$ cat config.mk
export PLATFORM = sky130hd
export DESIGN_NAME = can_stamp_timer
export DESIGN_NICKNAME = d
export VERILOG_FILES = /design/src/rtl/stamp_pkg.sv /design/src/rtl/stamp_prescale.sv /design/src/rtl/stamp_count.sv /design/src/rtl/stamp_store.sv /design/src/rtl/can_stamp_timer.sv
export SDC_FILE = /design/constraint.sdc
export NUM_CORES = 1
export LEC_CHECK = 0
export CAP_MARGIN = 25
export CELL_PAD_IN_SITES_DETAIL_PLACEMENT = 2
export CELL_PAD_IN_SITES_GLOBAL_PLACEMENT = 2
export CORE_MARGIN = 8
export CORE_UTILIZATION = 34
export DETAILED_ROUTE_END_ITERATION = 10
export GPL_ROUTABILITY_DRIVEN = 0
export PLACE_DENSITY_LB_ADDON = 0.1
export SYNTH_ARGS = -nofsm -noshare
export SYNTH_HDL_FRONTEND = slang
export SYNTH_SLANG_ARGS = --single-unit
$ cat constraint.sdc
create_clock -name clk -period 6.5 [get_ports clk]
set_input_delay 0.975 -clock clk [delete_from_list [all_inputs] [get_ports clk]]
set_output_delay 0.975 -clock clk [all_outputs]
set_load 0.1 [all_outputs]
$ cat src/rtl/stamp_pkg.sv
package stamp_pkg;
  localparam int STAMP_CNT_W  = 16;
  localparam int STAMP_DIV_W  = 8;
  localparam int STAMP_MBOXES = 8;
endpackage

$ cat src/rtl/stamp_prescale.sv
module stamp_prescale #(
  parameter int DIV_W = 8
) (
  input  logic             clk,
  input  logic             rst,
  input  logic             sw_rst,
  input  logic             run,
  input  logic [DIV_W-1:0] div_val,
  output logic             tick
);
  logic [DIV_W-1:0] phase_q;
  logic             at_end;

  // >= keeps the phase bounded when div_val is lowered mid-run
  assign at_end = (phase_q >= div_val);
  assign tick   = run && at_end;

  always_ff @(posedge clk) begin
    if (rst || sw_rst) begin
      phase_q <= '0;
    end else if (run) begin
      phase_q <= at_end ? '0 : phase_q + 1'b1;
    end
  end

  assert_phase_hold_R4: assert property (@(posedge clk) disable iff (rst || sw_rst)
    !run |=> $stable(phase_q));
  assert_phase_clear_R9: assert property (@(posedge clk) disable iff (rst)
    sw_rst |=> (phase_q == '0));
endmodule

$ cat src/rtl/stamp_count.sv
module stamp_count #(
  parameter int CNT_W = 16
) (
  input  logic             clk,
  input  logic             rst,
  input  logic             sw_rst,
  input  logic             run,
  input  logic             tick,
  input  logic             wrap_clr,
  output logic [CNT_W-1:0] count_q,
  output logic             wrap_q
);
  localparam logic [CNT_W-1:0] TOP = {CNT_W{1'b1}};
  logic wrap_now;

  assign wrap_now = tick && (count_q == TOP);

  always_ff @(posedge clk) begin
    if (rst || sw_rst) begin
      count_q <= '0;
    end else if (tick) begin
      count_q <= count_q + 1'b1;
    end
  end

  always_ff @(posedge clk) begin
    if (rst || sw_rst) begin
      wrap_q <= 1'b0;
    end else if (wrap_now) begin
      wrap_q <= 1'b1;
    end else if (wrap_clr) begin
      wrap_q <= 1'b0;
    end
  end

  assert_count_hold_R4: assert property (@(posedge clk) disable iff (rst || sw_rst)
    !run |=> $stable(count_q));
  assert_count_step_R2: assert property (@(posedge clk) disable iff (rst || sw_rst)
    tick |=> (count_q == $past(count_q) + 1'b1));
  assert_wrap_set_R5: assert property (@(posedge clk) disable iff (rst || sw_rst)
    (tick && count_q == TOP) |=> (wrap_q && count_q == '0));
  assert_wrap_sticky_R6: assert property (@(posedge clk) disable iff (rst || sw_rst)
    (wrap_q && !wrap_clr) |=> wrap_q);
  assert_count_clear_R9: assert property (@(posedge clk) disable iff (rst)
    sw_rst |=> (count_q == '0 && !wrap_q));
endmodule

$ cat src/rtl/stamp_store.sv
module stamp_store #(
  parameter int CNT_W  = 16,
  parameter int NUM_MB = 8,
  parameter int IDX_W  = 3
) (
  input  logic                    clk,
  input  logic                    rst,
  input  logic                    sw_rst,
  input  logic [CNT_W-1:0]        count,
  input  logic                    rx_hit,
  input  logic [IDX_W-1:0]        rx_idx,
  input  logic                    tx_hit,
  input  logic [IDX_W-1:0]        tx_idx,
  output logic [NUM_MB*CNT_W-1:0] stamps
);
  logic [CNT_W-1:0] slot_q [NUM_MB];

  for (genvar g = 0; g < NUM_MB; g++) begin : g_slot
    logic take;
    assign take = (rx_hit && rx_idx == IDX_W'(g)) || (tx_hit && tx_idx == IDX_W'(g));

    always_ff @(posedge clk) begin
      if (rst || sw_rst) begin
        slot_q[g] <= '0;
      end else if (take) begin
        slot_q[g] <= count;
      end
    end

    assign stamps[g*CNT_W +: CNT_W] = slot_q[g];
  end

  assert_rx_stamp_R7: assert property (@(posedge clk) disable iff (rst || sw_rst)
    (rx_hit && int'(rx_idx) < NUM_MB) |=> (slot_q[$past(rx_idx)] == $past(count)));
  assert_tx_stamp_R8: assert property (@(posedge clk) disable iff (rst || sw_rst)
    (tx_hit && int'(tx_idx) < NUM_MB) |=> (slot_q[$past(tx_idx)] == $past(count)));
endmodule

$ cat src/rtl/can_stamp_timer.sv
module can_stamp_timer
  import stamp_pkg::*;
#(
  parameter  int CNT_W  = STAMP_CNT_W,
  parameter  int DIV_W  = STAMP_DIV_W,
  parameter  int NUM_MB = STAMP_MBOXES,
  localparam int IDX_W  = (NUM_MB > 1) ? $clog2(NUM_MB) : 1
) (
  input  logic                    clk,
  input  logic                    rst,
  input  logic                    sw_rst,
  input  logic                    ctl_enabled,
  input  logic [DIV_W-1:0]        tm_div,
  input  logic                    rx_done,
  input  logic [IDX_W-1:0]        rx_mbox,
  input  logic                    tx_done,
  input  logic [IDX_W-1:0]        tx_mbox,
  input  logic                    wrap_clr,
  output logic [CNT_W-1:0]        tm_count,
  output logic                    tm_wrap_flag,
  output logic [NUM_MB*CNT_W-1:0] tm_stamps
);
  logic tick;

  stamp_prescale #(.DIV_W(DIV_W)) u_prescale (
    .clk(clk), .rst(rst), .sw_rst(sw_rst), .run(ctl_enabled),
    .div_val(tm_div), .tick(tick)
  );

  stamp_count #(.CNT_W(CNT_W)) u_count (
    .clk(clk), .rst(rst), .sw_rst(sw_rst), .run(ctl_enabled), .tick(tick),
    .wrap_clr(wrap_clr), .count_q(tm_count), .wrap_q(tm_wrap_flag)
  );

  stamp_store #(.CNT_W(CNT_W), .NUM_MB(NUM_MB), .IDX_W(IDX_W)) u_store (
    .clk(clk), .rst(rst), .sw_rst(sw_rst), .count(tm_count),
    .rx_hit(rx_done), .rx_idx(rx_mbox), .tx_hit(tx_done), .tx_idx(tx_mbox),
    .stamps(tm_stamps)
  );

  assert_reset_state_R1: assert property (@(posedge clk)
    rst |=> (tm_count == '0 && !tm_wrap_flag && tm_stamps == '0));
endmodule

== After elaboration in Yosys (flattened, before gate mapping) ==
Memories as Yosys holds them, arrays and structs flattened.
Index checks and enable logic that the tools add are counted.

* Add/subtract/negate cells: 2
* $lt $le $gt $ge: 1
* Eq/ne operators: 15
* Mux-type cells: 37
* Bitwise gates (word level): 8
* Reductions and logical operators: 30

{| class="wikitable"
|+ Operators by type and width
! cell !! number
|-
| 16-bit two-way mux || 8
|-
| 1-bit two-way mux || 28
|-
| 3-bit equality test, second input constant || 8
|-
| 1-bit logical AND || 18
|-
| 16-bit by 1-bit adder with 16-bit output, second input constant || 1
|-
| 16-bit equality test, second input constant || 1
|-
| 3-bit by 2-bit equality test with 1-bit output, second input constant || 4
|-
| 1-bit logical OR || 9
|-
| 8-bit by 1-bit adder with 8-bit output, second input constant || 1
|-
| 8-bit greater-or-equal comparator || 1
|-
| 8-bit two-way mux || 1
|-
| 1-bit OR || 8
|-
| 3-bit by 1-bit equality test with 1-bit output, second input constant || 2
|-
| 3-bit zero test || 2
|-
| 2-bit nonzero test || 1
|}

* Register bits: 25
* Memory bits (writable): 128
* Logic and storage cells: 97
* Memories: 1

{| class="wikitable"
|+ Memory list
! name !! depth !! bits a word !! read ports !! clocked after Yosys merged registers in !! wr ports !! line !! source
|-
| u_store.slot_q || 8 || 16 || 8 || 0 || 8 || stamp_store.sv:16 || <nowiki>logic [CNT_W-1:0] slot_q [NUM_MB];</nowiki>
|}

== Depth between registers and ports, before layout ==
* Depth after elaboration: 7
* Mapped depth: 9
* Gate-level depth less buffers: 7

== Hierarchy ==
From an unflattened synthesis, not the netlist that was laid out.

* Cells, all modules: 497
* Area, all modules: 6498.7 um^2

{| class="wikitable"
|+ Modules (own cells, without submodules)
! module !! times used !! cells an instance !! area each (um^2) !! sequential area each (um^2)
|-
| stamp_store || 1 || 347 || 5092.4 || 3843.7
|-
| stamp_count || 1 || 86 || 782.0 || 340.3
|-
| stamp_prescale || 1 || 64 || 624.3 || 160.2
|}

== Worst setup path after synthesis ==
Ideal clock, no wire load.

* Kind: input-to-reg
* Start point: in tm_div[7]
* End point: reg u_count.count_q[1]
* Library setup time: 0.128 ns
* Arrival: 2.499 ns
* Required time: 6.372 ns
* Slack: 3.873 ns
* Stages on the path: 9
* Path buffers: 2
* Cell sequence: inv_1 ha_1 and3_1 a221o_1 a2bb2oi_2 buf_6 buf_8 mux2i_1 nor2_1

* Cells in the longest elaborated chain, start to end: 2

{| class="wikitable"
|+ RTL lines
! what !! line !! source
|-
| start: declaration || can_stamp_timer.sv:13 || <nowiki>input logic [DIV_W-1:0] tm_div,</nowiki>
|-
| 8-bit greater-or-equal comparator || stamp_prescale.sv:15 || <nowiki>assign at_end = (phase_q >= div_val);</nowiki>
|-
| 1-bit logical AND || stamp_prescale.sv:16 || <nowiki>assign tick = run && at_end;</nowiki>
|-
| end signal: assignment || stamp_count.sv:22 || <nowiki>count_q <= count_q + 1'b1;</nowiki>
|-
| end: declaration || stamp_count.sv:10 || <nowiki>output logic [CNT_W-1:0] count_q,</nowiki>
|}

No other way between the ends.
A chain may end at the register's enable or synchronous reset.

== Worst setup path after layout ==
* Start point: reg u_count.count_q[9]
* End point: out tm_count[9]

{| class="wikitable"
|+ RTL lines
! what !! line !! source
|-
| end: declaration || can_stamp_timer.sv:19 || <nowiki>output logic [CNT_W-1:0] tm_count,</nowiki>
|}

No word-level cell between the ends.

==> parameters.txt <==
Parameter                              Value

Cells and area
  Proportion of layout cells with a drive suffix above 1 ... 0.0580
  Leading cell type in the layout, fill and taps excluded ... sky130_fd_sc_hd__clkdlybuf4s50_1
  Layout area overhead ... 39.5%
  Finished Layout Cells ... 870
  Final net count ... roughly 660
  Most used cells in the layout excluding fill and tap cells ... 165 x sky130_fd_sc_hd__clkdlybuf4s50_1, 128 x sky130_fd_sc_hd__edfxtp_1, 108 x sky130_fd_sc_hd__and2_1
  Utilization after layout ... 0.485

Critical path
  Timing startpoint of the critical path ... u_count.count_q[9]
  R2R Path Start ... u_prescale.phase_q[0]
  Endpoint type of the worst setup path ... primary output
  Cell class contributing the biggest share of worst-path delay ... buffers and inverters
  Maximum single-stage delay on the critical path ... roughly 1.3 ns
  Critical Path RT ... between 5 and 6 ns
  CP max-delay cell ... sky130_fd_sc_hd__clkdlybuf4s50_1
  Number of cells on the worst reg-to-reg path ... 8
  Buffers and inverters on the worst path ... 1
  Top fanout value on the critical path ... 16
  Kind of critical path ... flip-flop to primary output
  CP Launch Type ... flip-flop
  WP depth ... 1
  Crit path cell chain ... clkdlybuf4s50_1
  Arrival time of the worst setup path ... roughly 2.6 ns

STA
  Time the worst path needs with I/O delays and setup ... between 3 and 4 ns
  Final Max Tran Viols ... 0
  Measured slew at the worst slew-check pin ... roughly 1.1 ns
  Worst slew margin relative to its limit ... 0.295
  Unrepaired setup endpoints after global routing ... no
  Finish-stage setup viols ... 0
  Fraction of the cycle the final worst path needs ... 0.547
  Final Hold Vio Count ... 0
  Final clock skew ... between 0.007 and 0.008 ns
  Setup_tns ... 0 ns
  Fmax ... 281 MHz

Yosys
  Dominant cells by area after synthesis ... sky130_fd_sc_hd__edfxtp_1 61%, sky130_fd_sc_hd__and2_1 11%, sky130_fd_sc_hd__dfxtp_1 8.0%
  Most common flop cell mapped by yosys ... sky130_fd_sc_hd__edfxtp_1
  Synthesis Warnings ... 0
  Cell type contributing the most total cell area after synthesis ... sky130_fd_sc_hd__edfxtp_1
  Yosys cell types ... 38
  Fraction of registers with async set or reset after synthesis ... 0
  Synthesized area per cell ... approximately 13 um2
  Area share of the leading cell type in the synthesized netlist ... 0.613
  Flops & latches, synth ... between 150 and 200
  Post-synth EDFFs ... between 100 and 150
  Cell area after technology mapping ... roughly 6300 um2
  Number of nets in the synthesized netlist ... around 500
  Portion of the post-synthesis area used by sequential elements ... 0.693
  Synthesized instance count ... 471

Clocking
  CTS Sinks ... approximately 150
  Total of cells resized after clock tree synthesis ... 0
  Number of setup buffers added after CTS ... 0
  Number of buffers created by CTS ... 17
  Quantity of hold-fixing buffers added after cts ... 0
  Later-pin clock latency in the skew report ... about 0.42 ns
  Maximum number of buffers from clock root to sink ... 2
  Master cell of the clock root buffer ... sky130_fd_sc_hd__clkbuf_16
  Number of H-tree levels ... 4
  CTS tree ... yes
  Clock-pin slew of the registers on the worst-case setup and hold paths ... around 0.06 ns

Pwr
  Pint ... roughly 1.9 mW
  Maximum resistive drop on vdd ... 0.000189 V
  Static Leakage ... roughly 3.3 nW
  Part of the total power dissipated in the clock network ... 0.421
  Switching fraction of total power ... 0.284
  Post-layout total power ... about 2.7 mW
  Switching power ... approximately 750 uW
  Logic gate share of total power ... 0.158
  Share of power burned in registers ... 0.421
  Cell area power density ... around 300 nW/um2

Floorplan
  Die Area ... between 20,000 and 25,000 um2
  Area of the core region ... 18,000 um2
  Floorplan die height ... approximately 150 um
  Total I/O pin count ... 166
  Starting density of the core ... 0.348
  Die outline width ... approximately 150 um
  Site Rows ... between 40 and 50

Route
  Number of vias per cell ... about 5.0
  DRC violation total after the first TritonRoute iteration ... 241
  Vias after detailed routing ... approximately 4,400
  Detailed Routing Iterations Pass 1 ... 4
  Number of remaining DRC errors ... 0
  Detail-routed net length per standard cell ... roughly 25 um
  Final wirelength ... about 21 mm
  DRT antenna net count ... 0

Place
  Dpl hpwl ... 14.1 mm
  Number of buffer cells added on primary ports ... ~170
  Number of cells after detailed placement ... between 800 and 900

Worst hold path
  Hold wc startpoint ... u_count.wrap_q
  Hold depth ... 2
  Type of the most critical hold path ... flip-flop to flip-flop

Global route
  Vias in the first global route ... between 4,000 and 5,000
  Global-route usage over all layers ... 0.189
  Antenna violations before repair ... 2
  Grt ovf ... 0
  Global-route wire length before repair ... between 30 and 40 mm
  Pin count of the biggest net entering global routing ... 32

Outcome
  Run status ... completed

Flow run
  Maxcap violations ... 0
==> synthesized netlist by cell type, types with 6 or more instances <==
cell and n:
sky130_fd_sc_hd__a21oi_1 15, sky130_fd_sc_hd__and2_1 108, sky130_fd_sc_hd__and3_1 21, sky130_fd_sc_hd__clkbuf_1 27
sky130_fd_sc_hd__dfxtp_1 25, sky130_fd_sc_hd__edfxtp_1 128, sky130_fd_sc_hd__ha_1 10, sky130_fd_sc_hd__inv_1 10
sky130_fd_sc_hd__nand2_1 17, sky130_fd_sc_hd__nand4_1 8, sky130_fd_sc_hd__nor2_1 20, sky130_fd_sc_hd__nor2b_1 6
sky130_fd_sc_hd__nor3_1 7, sky130_fd_sc_hd__o21ai_1 8, sky130_fd_sc_hd__or3_1 10, sky130_fd_sc_hd__xor2_1 6
==> routing by layer <==
| layer | share of wire | wire length [um] | up-vias | GRT usage |
|---|---|---|---|---|
| met5 | 0 | 0 | - | 0 |
| met4 | 0.012 | 251 | 0 | 0.0612 |
| met3 | 0.057 | 1230 | 20 | 0.0460 |
| met2 | 0.53 | 11300 | 137 | 0.339 |
| met1 | 0.40 | 8650 | 2223 | 0.217 |
| li1 | - | - | 1989 | - |
==> logic make-up (layout without fill, tap and decap cells) <==
family / count (synthesis) / after routing / share of synthesized area
compound gates: 42 / 42 / 0.0437
xor+xnor: 8 / 8 / 0.0112
fa+ha+maj: 10 / 10 / 0.0200
buf+inv: 42 / 209 / 0.0297
flops: 153 / 153 / 0.693
mux: 2 / 2 / 0.00319
other cells: 0 / 3 / 0
simple gates: 214 / 214 / 0.199
==> area by class of cell <==
type                            instances  area [um2]
Timing Repair Buffer                  167        1670
Clock inverter                         12         223
Antenna cell                            3        7.51
Multi-Input combinational cell        276        1740
Tap cell                              229         287
Fill cell                            1749        9280
Inverter                               10        37.5
Sequential cell                       153        4340
Clock buffer                           20         437
==> metrics by stage <==
| stage | hold slack (ns) | area, um2 | setup slack [ns] |
|---|---|---|---|
| 2_1_floorplan | 0.483 | 6270 | 3.87 |
| 3_3_place_gp | 0.467 | 8070 | 2.66 |
| 3_5_place_dp | 0.469 | 8080 | 2.88 |
| 4_1_cts | 0.489 | 8740 | 2.90 |
| 5_1_grt | 0.527 | 8740 | 2.89 |
| 6_report | 0.479 | 8750 | 2.94 |
==> final timing paths <==
| path | to | slack (ns) |
|---|---|---|
| worst max-delay path | tm_count[9] | 2.94 |
| worst min register to register | u_count.wrap_q | 0.48 |
| worst min-delay path | u_count.wrap_q | 0.48 |
| worst max register to register | u_count.count_q[1] | 3.91 |
==> power by group through the flow <==
stage,sequential [mW],combinational [mW],clock [mW]
after global placement,1.13,0.415,0
after global routing,1.12,0.428,1.17
final,1.12,0.419,1.12
after CTS,1.12,0.422,1.13
after floorplan,1.41,0.0331,0
after detailed placement,1.14,0.421,0
==> sequential cells by signal, summed over array words and instances, names as in the netlist <==
register,cells
u_count.count_q,16
u_store.slot_q,128
u_prescale.phase_q,8
u_count.wrap_q,1
Note: power is estimated with default switching activity, not from simulation.
